File: src/rtl/hdlc_tx_pkg.sv
package hdlc_tx_pkg;
  typedef enum logic [2:0] {
    PH_IDLE, PH_DATA, PH_CRC1, PH_CRC2, PH_CLOSE, PH_ABORT
  } phase_e;

  localparam logic [7:0] FLAG_BYTE  = 8'h7E;
  localparam logic [7:0] ABORT_BYTE = 8'hFF;
  localparam int CMD_XMIT = 3;
  localparam int CMD_MEND = 1;
  localparam int CMD_XRST = 0;

  // reflected CCITT update, LSB of data first
  function automatic logic [15:0] crc16_byte(input logic [15:0] c, input logic [7:0] d);
    logic [15:0] r;
    logic fb;
    r = c;
    for (int i = 0; i < 8; i++) begin
      fb = r[0] ^ d[i];
      r  = r >> 1;
      if (fb) r = r ^ 16'h8408;
    end
    return r;
  endfunction
endpackage

File: src/rtl/hdlc_tx_fifo.sv
module hdlc_tx_fifo #(
  parameter int DEPTH = 32,
  parameter int DW    = 8,
  localparam int PW   = $clog2(DEPTH),
  localparam int CW   = $clog2(DEPTH + 1)
) (
  input  logic          clk_i,
  input  logic          rst_ni,
  input  logic          clr_i,
  input  logic          we_i,
  input  logic [DW-1:0] wdata_i,
  input  logic [CW-1:0] limit_i,
  input  logic          re_i,
  output logic [DW-1:0] rdata_o,
  output logic [CW-1:0] cnt_o
);
  logic [DW-1:0] mem_q [DEPTH];
  logic [PW-1:0] wp_q, rp_q;
  logic [CW-1:0] cnt_q;
  logic          push;

  assign push    = we_i && (cnt_q < limit_i);
  assign rdata_o = mem_q[rp_q];
  assign cnt_o   = cnt_q;

  always_ff @(posedge clk_i) begin
    if (push) mem_q[wp_q] <= wdata_i;
  end

  always_ff @(posedge clk_i or negedge rst_ni) begin
    if (!rst_ni) begin
      wp_q  <= '0;
      rp_q  <= '0;
      cnt_q <= '0;
    end else if (clr_i) begin
      wp_q  <= '0;
      rp_q  <= '0;
      cnt_q <= '0;
    end else begin
      if (push) wp_q <= (wp_q == PW'(DEPTH - 1)) ? '0 : wp_q + PW'(1);
      if (re_i) rp_q <= (rp_q == PW'(DEPTH - 1)) ? '0 : rp_q + PW'(1);
      cnt_q <= cnt_q + CW'(push) - CW'(re_i);
    end
  end
endmodule

File: src/rtl/hdlc_tx_ser.sv
module hdlc_tx_ser
  import hdlc_tx_pkg::*;
(
  input  logic       clk_i,
  input  logic       rst_ni,
  input  logic       bit_en_i,
  input  logic       clr_i,
  input  logic       start_i,
  input  logic       end_i,
  input  logic       avail_i,
  input  logic       ext_i,
  input  logic       crc_off_i,
  input  logic [7:0] byte_i,
  output logic       pop_o,
  output logic       done_o,
  output logic       tx_o
);
  phase_e      ph_q, nph;
  logic [7:0]  sh_q, nb;
  logic [2:0]  bcnt_q, ones_q;
  logic        stf_q, nstf, tx_q;
  logic [15:0] crc_q;
  logic        take, fin, crc_init, crc_upd, adv, stuff;

  assign stuff  = (ones_q == 3'd5);
  assign adv    = bit_en_i && !stuff && (bcnt_q == 3'd7) && !clr_i;
  assign pop_o  = adv && take;
  assign done_o = adv && fin;
  assign tx_o   = tx_q;

  // choose the byte that follows the current one
  always_comb begin
    nb = FLAG_BYTE; nstf = 1'b0; nph = ph_q;
    take = 1'b0; fin = 1'b0; crc_init = 1'b0; crc_upd = 1'b0;
    case (ph_q)
      PH_IDLE: if (start_i) begin
        if (ext_i) begin
          if (avail_i) begin nb = byte_i; take = 1'b1; nph = PH_DATA; end
        end else begin
          nph = PH_DATA; crc_init = 1'b1;
        end
      end
      PH_DATA: if (avail_i) begin
        nb = byte_i; take = 1'b1; nstf = !ext_i; crc_upd = 1'b1;
      end else if (end_i) begin
        if (ext_i) begin nph = PH_IDLE; fin = 1'b1; end
        else if (!crc_off_i) begin nb = ~crc_q[7:0]; nstf = 1'b1; nph = PH_CRC1; end
        else nph = PH_CLOSE;
      end else begin
        nb = ABORT_BYTE; nph = PH_ABORT;
      end
      PH_CRC1: begin nb = ~crc_q[15:8]; nstf = 1'b1; nph = PH_CRC2; end
      PH_CRC2: nph = PH_CLOSE;
      default: begin nph = PH_IDLE; fin = 1'b1; end
    endcase
  end

  always_ff @(posedge clk_i or negedge rst_ni) begin
    if (!rst_ni) begin
      sh_q <= FLAG_BYTE; bcnt_q <= '0; stf_q <= 1'b0; ones_q <= '0;
      ph_q <= PH_IDLE;   crc_q <= '1;  tx_q <= 1'b1;
    end else if (clr_i) begin
      sh_q <= FLAG_BYTE; bcnt_q <= '0; stf_q <= 1'b0; ones_q <= '0;
      ph_q <= PH_IDLE;
    end else if (bit_en_i) begin
      if (stuff) begin
        tx_q   <= 1'b0;
        ones_q <= '0;
      end else begin
        tx_q   <= sh_q[0];
        ones_q <= (stf_q && sh_q[0]) ? ones_q + 3'd1 : '0;
        if (bcnt_q == 3'd7) begin
          sh_q <= nb; stf_q <= nstf; bcnt_q <= '0; ph_q <= nph;
          if (crc_init)     crc_q <= '1;
          else if (crc_upd) crc_q <= crc16_byte(crc_q, byte_i);
        end else begin
          sh_q   <= sh_q >> 1;
          bcnt_q <= bcnt_q + 3'd1;
        end
      end
    end
  end

  p_tx_hold_r4: assert property (@(posedge clk_i) disable iff (!rst_ni)
    !bit_en_i |=> $stable(tx_o));
  p_ones_max_r4: assert property (@(posedge clk_i) disable iff (!rst_ni)
    ones_q <= 3'd5);
endmodule

File: src/rtl/hdlc_tx.sv
module hdlc_tx
  import hdlc_tx_pkg::*;
#(
  parameter int DEPTH     = 32,
  parameter int SMALL_BLK = 16,
  localparam int CW       = $clog2(DEPTH + 1)
) (
  input  logic          clk_i,
  input  logic          rst_ni,
  input  logic          bit_en_i,
  input  logic          cmd_we_i,
  input  logic [7:0]    cmd_i,
  input  logic          fifo_we_i,
  input  logic [7:0]    fifo_wdata_i,
  input  logic          blk32_i,
  input  logic          crc_off_i,
  input  logic          ext_mode_i,
  output logic [CW-1:0] fifo_cnt_o,
  output logic          tx_active_o,
  output logic          tx_o
);
  logic          xmit, mend, xrst;
  logic          active_q, end_q, pop, done;
  logic [CW-1:0] rel_q, cnt, limit;
  logic [7:0]    rbyte;
  logic          unused_cmd;

  assign xmit  = cmd_we_i && cmd_i[CMD_XMIT];
  assign mend  = cmd_we_i && cmd_i[CMD_MEND];
  assign xrst  = cmd_we_i && cmd_i[CMD_XRST];
  assign unused_cmd = ^{cmd_i[7:4], cmd_i[2]};
  assign limit = blk32_i ? CW'(DEPTH) : CW'(SMALL_BLK);

  hdlc_tx_fifo #(.DEPTH(DEPTH), .DW(8)) u_fifo (
    .clk_i, .rst_ni, .clr_i(xrst), .we_i(fifo_we_i), .wdata_i(fifo_wdata_i),
    .limit_i(limit), .re_i(pop), .rdata_o(rbyte), .cnt_o(cnt)
  );

  // a transmit command releases everything already held in the FIFO
  always_ff @(posedge clk_i or negedge rst_ni) begin
    if (!rst_ni) begin
      active_q <= 1'b0; end_q <= 1'b0; rel_q <= '0;
    end else if (xrst) begin
      active_q <= 1'b0; end_q <= 1'b0; rel_q <= '0;
    end else begin
      if (xmit)     rel_q <= cnt - CW'(pop);
      else if (pop) rel_q <= rel_q - CW'(1);
      active_q <= xmit || (active_q && !done);
      if (xmit && mend) end_q <= 1'b1;
      else if (done)    end_q <= 1'b0;
    end
  end

  hdlc_tx_ser u_ser (
    .clk_i, .rst_ni, .bit_en_i, .clr_i(xrst), .start_i(active_q), .end_i(end_q),
    .avail_i(rel_q != '0), .ext_i(ext_mode_i), .crc_off_i, .byte_i(rbyte),
    .pop_o(pop), .done_o(done), .tx_o
  );

  assign fifo_cnt_o  = cnt;
  assign tx_active_o = active_q;

  p_cnt_limit_r3: assert property (@(posedge clk_i) disable iff (!rst_ni)
    fifo_cnt_o <= CW'(DEPTH));
  p_xrst_clear_r11: assert property (@(posedge clk_i) disable iff (!rst_ni)
    cmd_we_i && cmd_i[0] |=> !tx_active_o && fifo_cnt_o == '0);
  p_xmit_active_r9: assert property (@(posedge clk_i) disable iff (!rst_ni)
    cmd_we_i && cmd_i[3] && !cmd_i[0] |=> tx_active_o);
  p_done_idle_r9: assert property (@(posedge clk_i) disable iff (!rst_ni)
    done && !(cmd_we_i && cmd_i[3]) |=> !tx_active_o);
  p_pop_released_r7: assert property (@(posedge clk_i) disable iff (!rst_ni)
    pop |-> rel_q != '0 && fifo_cnt_o != '0);
endmodule

File: config.mk
export PLATFORM = sky130hd
export DESIGN_NAME = hdlc_tx
export DESIGN_NICKNAME = d
export VERILOG_FILES = /design/src/rtl/hdlc_tx_pkg.sv /design/src/rtl/hdlc_tx_fifo.sv /design/src/rtl/hdlc_tx_ser.sv /design/src/rtl/hdlc_tx.sv
export SDC_FILE = /design/constraint.sdc
export NUM_CORES = 1
export LEC_CHECK = 0
export ABC_AREA = 1
export BUFFER_PORTS_ARGS = -buffer_cell sky130_fd_sc_hd__clkbuf_2
export CAP_MARGIN = 20
export CORE_MARGIN = 2
export CORE_UTILIZATION = 61
export CTS_CLUSTER_DIAMETER = 60
export DETAILED_ROUTE_END_ITERATION = 12
export GPL_ROUTABILITY_DRIVEN = 0
export HOLD_SLACK_MARGIN = 0.1
export PLACE_DENSITY = 0.78
export SYNTH_ARGS = -nofsm -noshare
export SYNTH_HDL_FRONTEND = slang
export SYNTH_SLANG_ARGS = --single-unit
File: constraint.sdc
create_clock -name clk_i -period 3.9 [get_ports clk_i]
set_input_delay 0.975 -clock clk_i [delete_from_list [all_inputs] [get_ports clk_i]]
set_output_delay 0.975 -clock clk_i [all_outputs]
set_load 0.03 [all_outputs]
==> Implementation_results.wiki <==
{| class="wikitable"
! Metric !! Value
|-
| Result of the run || complete, no violations
|-
| Worst IR Drop VDD || 0.0003572 V
|-
| Post-detailed-route count of antenna-violating nets || 0
|-
| Predominant post-synthesis flop cell || sky130_fd_sc_hd__edfxtp_1
|-
| Post-Synth Adder-Cell Area || 0.02127
|-
| Crit Path Category || register to register
|-
| Buffer levels on the longest clock path || 3
|-
| Number of hold violations in the final report || 0
|-
| Total of max-cap violations || 0
|-
| Combinational family with the most area after synthesis || simple AND/OR/NAND/NOR gates
|-
| Number of enable flip-flop cells after synthesis || 256
|-
| Synth-to-layout area growth || 9.606%
|-
| Via count || 10402
|-
| Relative contribution of the clock network to total power || 0.347
|-
| ANT cells || 0
|-
| Share of flip-flops with an asynchronous set or reset after synthesis || 0.1873
|-
| Crit path arrival time || 3.60 ns
|-
| Number of buffers inserted to repair setup after CTS || 0
|-
| IO Pins || 32
|-
| TritonCTS clock tree || done
|-
| Startpoint type of the worst setup path || register
|-
| Wire length after detailed routing || 33.10 mm
|-
| Switching fraction of total power || 0.2974
|-
| Mux share of post-synthesis cell area || 0
|-
| Post-Route Setup TNS || 0 ns
|-
| H-tree depth || 2
|-
| Sequential fraction of design power || 0.464
|-
| Worst Skew || 0.02583 ns
|-
| Global-route usage over all layers || 0.2698
|-
| Pin count of the biggest net entering global routing || 132
|-
| Number of storage elements in the synthesis netlist || 315
|-
| Die width || 158.0 µm
|-
| Cell type of the slowest stage on the worst timing path || sky130_fd_sc_hd__dfrtp_1
|-
| Vias in the first global route || 9759
|-
| Placeable Area || 0.02340 mm²
|-
| Number of instances in the synthesized netlist || 1422
|-
| Maximum fanout encountered on the critical timing path || 5
|-
| Transition time at the pin with the least slew margin || 0.8437 ns
|-
| Compound-cell area share of the yosys netlist || 0.05871
|-
| Share of the clock period used by the worst path || 0.8215
|-
| Starting Density || 0.6184
|-
| # port buffers || 26
|-
| Number of iterations in the first detailed-routing pass || 5
|-
| Placed Instance Area || 0.01480 mm²
|-
| Clock latency reported for the late side of the worst-skew pair || 0.52 ns
|-
| Floorplan die area || 0.02497 mm²
|-
| Class of the tightest hold or removal check || register to register
|-
| Worst slew slack as a fraction of its limit || 0.4375
|-
| Fraction of layout cells with a size suffix above 1 || 0.1052
|-
| Number of buffers created by CTS || 34
|-
| Critical Path, Cell by Cell || inv_1, ha_1, nand2_1, nor2_2, nand3_1, nand2_1, nor2_1, nand2_1, a21oi_4, ha_1, inv_1, ha_1, a21oi_1, nor2_1, nor2_1, nor2_1, nor2_1, o21bai_1, o21ai_0, a21oi_1
|-
| Req. time, crit path || 4.29 ns
|-
| Cell Int Power || 6215 µW
|-
| Final standard cell area without fillers || 0.01586 mm²
|-
| Routed wire per std cell || 18.47 µm
|-
| Wire length of the first global-routing pass || 51.14 mm
|-
| Hold buffer count at CTS || 0
|-
| Floorplan die height || 158.0 µm
|-
| Net switching power figure || 2631 µW
|-
| Power Dens Cells || 557.7 mW/mm²
|-
| Post-synthesis share of cell area spent on and, or, nand and nor gates || 0.2306
|-
| Antenna violations before repair || 0
|-
| Net count reported at finish || 1496
|-
| Detailed-route vias per instance || 5.805
|-
| Total clock sinks || 315
|-
| Parity-gate share of the synthesized area counting xor and xnor cells || 0.003631
|-
| Yosys synthesis warning count || 0
|-
| Resize count post-CTS || 0
|-
| Initial DRC count || 1194
|-
| Shortest period the worst path allows || 3.204 ns
|-
| Leakage power of the design || 0.006287 µW
|-
| Distinct cell type count after synthesis || 48
|-
| Syn_nets || 1470
|-
| Top achievable clock speed || 312.1 MHz
|-
| Nature of the critical path endpoint || register
|-
| Clock-pin slew on the worst setup and hold paths || 0.06 ns
|-
| Average instance area after synthesis || 10.18 µm²
|-
| Row Count || 56
|-
| Register area share after synthesis || 0.6352
|-
| Number of filler instances in the final layout || 1743
|-
| Clk root buf || sky130_fd_sc_hd__clkbuf_16
|-
| DRC viols || 0
|-
| Overflow left after global routing || 0
|-
| Sum of net half-perimeters after detailed placement || 20.89 mm
|-
| Cell with the most instances on the worst path || sky130_fd_sc_hd__nor2_1
|-
| Unrepaired setup endpoints after global routing || no
|-
| Fraction of power consumed by combinational cells || 0.190
|-
| Netlist Area Pre-Place || 0.01447 mm²
|-
| Max-slew violations || 0
|-
| Final number of setup-violating endpoints || 0
|-
| Delay of the slowest cell on the worst path || 0.34 ns
|}
==> sequential cells by signal, summed over array words and instances, names as in the netlist <==
register / cells
u_fifo.mem_q: 256
u_ser.crc_q: 16
u_ser.sh_q: 8
rel_q: 6
u_fifo.cnt_o: 6
u_fifo.rp_q: 5
u_fifo.wp_q: 5
u_ser.bcnt_q: 3
u_ser.ones_q: 3
u_ser.ph_q: 3
end_q: 1
tx_active_o: 1
u_ser.stf_q: 1
u_ser.tx_o: 1
==> per-stage QoR <==
stage	total power, µW	setup WS [ns]	cells	utilization	hold slack, ns
floorplan	5317	0.8593	1422	-	0.4459
global placement	5740	0.5262	1731	0.6322	0.4556
detailed placement	5801	0.5097	1731	0.6322	0.4580
CTS	8838	0.7432	1792	0.6778	0.4682
global route	9220	0.2506	1792	0.6778	0.4827
finish	8847	0.6961	1792	0.6778	0.4667
==> critical path: cells and delay by family, from the launching register on <==
family	cells	cell delay, ns
adder cells (fa/ha/maj)	3	0.79
AND/OR/NAND/NOR	10	1.06
flip-flops	1	0.34
AO/OA/AOI/OAI	5	0.71
buffers and inverters	2	0.19
==> cell usage after synthesis (8+ instances only) <==
cell | count | share of area
sky130_fd_sc_hd__nand2_1 | 494 | 0.13
sky130_fd_sc_hd__edfxtp_1 | 256 | 0.53
sky130_fd_sc_hd__nand3_1 | 197 | 0.068
sky130_fd_sc_hd__inv_1 | 76 | 0.020
sky130_fd_sc_hd__nor2_1 | 61 | 0.016
sky130_fd_sc_hd__a21oi_1 | 52 | 0.018
sky130_fd_sc_hd__o21ai_0 | 48 | 0.017
sky130_fd_sc_hd__dfrtp_1 | 36 | 0.062
sky130_fd_sc_hd__dfstp_2 | 23 | 0.042
sky130_fd_sc_hd__ha_1 | 23 | 0.020
sky130_fd_sc_hd__buf_2 | 17 | 0.0059
sky130_fd_sc_hd__buf_4 | 14 | 0.0073
sky130_fd_sc_hd__buf_6 | 14 | 0.011
sky130_fd_sc_hd__nand2_2 | 14 | 0.0061
sky130_fd_sc_hd__a31oi_1 | 9 | 0.0039
sky130_fd_sc_hd__clkbuf_1 | 8 | 0.0021
==> worst paths after layout <==
path	startpoint	endpoint	slack, ns	depth (start not counted)
max in group asynchronous	rst_ni	u_ser.sh_q[3]	2.42	2
worst max register to register	rel_q[0]	u_fifo.cnt_o[5]	0.70	20
worst min-delay path	u_ser.sh_q[2]	u_ser.sh_q[2]	0.47	2
worst min register to register	u_ser.sh_q[2]	u_ser.sh_q[2]	0.47	2
worst max-delay path	rel_q[0]	u_fifo.cnt_o[5]	0.70	20
min in group asynchronous	rst_ni	u_fifo.rp_q[1]	0.53	1
==> layer usage <==
| layer | GRT usage | share of wire | vias up |
|---|---|---|---|
| met5 | 0 | 0 | - |
| li1 | - | - | 4919 |
| met2 | 0.4228 | 0.47 | 497 |
| met1 | 0.3739 | 0.40 | 4885 |
| met3 | 0.04544 | 0.087 | 101 |
| met4 | 0.1227 | 0.044 | 0 |
==> kinds of logic after synthesis <==
logic type / Yosys count
AND/OR/NAND/NOR: 788
adder cells (fa/ha/maj): 24
AO/OA/AOI/OAI: 146
XOR/XNOR: 6
buffers and inverters: 143
flip-flops: 315
==> layout make-up <==
class | count | area (µm²) | area share
multi-input cells | 964 | 4547 | 0.2867
clock buffers | 47 | 940.9 | 0.05932
clock inverters | 14 | 125.1 | 0.007888
flip-flops and latches | 315 | 9196 | 0.5798
well taps | 319 | 399.1 | 0.02516
inverters | 86 | 327.8 | 0.02067
repair buffers | 47 | 325.3 | 0.02051
==> power by group through the flow <==
| stage | clock network, µW | logic (µW) | registers (µW) |
|---|---|---|---|
| floorplan | 0 | 1150 | 4170 |
| global placement | 0 | 1590 | 4150 |
| detailed placement | 0 | 1640 | 4160 |
| CTS | 3090 | 1650 | 4100 |
| global route | 3210 | 1880 | 4130 |
| finish | 3070 | 1680 | 4100 |
==> placed cells by master (no fill, tap or decap), types with 9 or more instances in the layout <==
cell type and instances:
sky130_fd_sc_hd__a21oi_1 52, sky130_fd_sc_hd__a31oi_1 9, sky130_fd_sc_hd__buf_4 18, sky130_fd_sc_hd__clkbuf_1 10, sky130_fd_sc_hd__clkbuf_16 35, sky130_fd_sc_hd__clkbuf_2 26, sky130_fd_sc_hd__dfrtp_1 35, sky130_fd_sc_hd__dfstp_2 23
sky130_fd_sc_hd__edfxtp_1 256, sky130_fd_sc_hd__ha_1 23, sky130_fd_sc_hd__inv_1 76, sky130_fd_sc_hd__nand2_1 494, sky130_fd_sc_hd__nand2_2 14, sky130_fd_sc_hd__nand3_1 197, sky130_fd_sc_hd__nor2_1 61, sky130_fd_sc_hd__o21ai_0 48
Note: power is estimated with default switching activity, not from simulation.
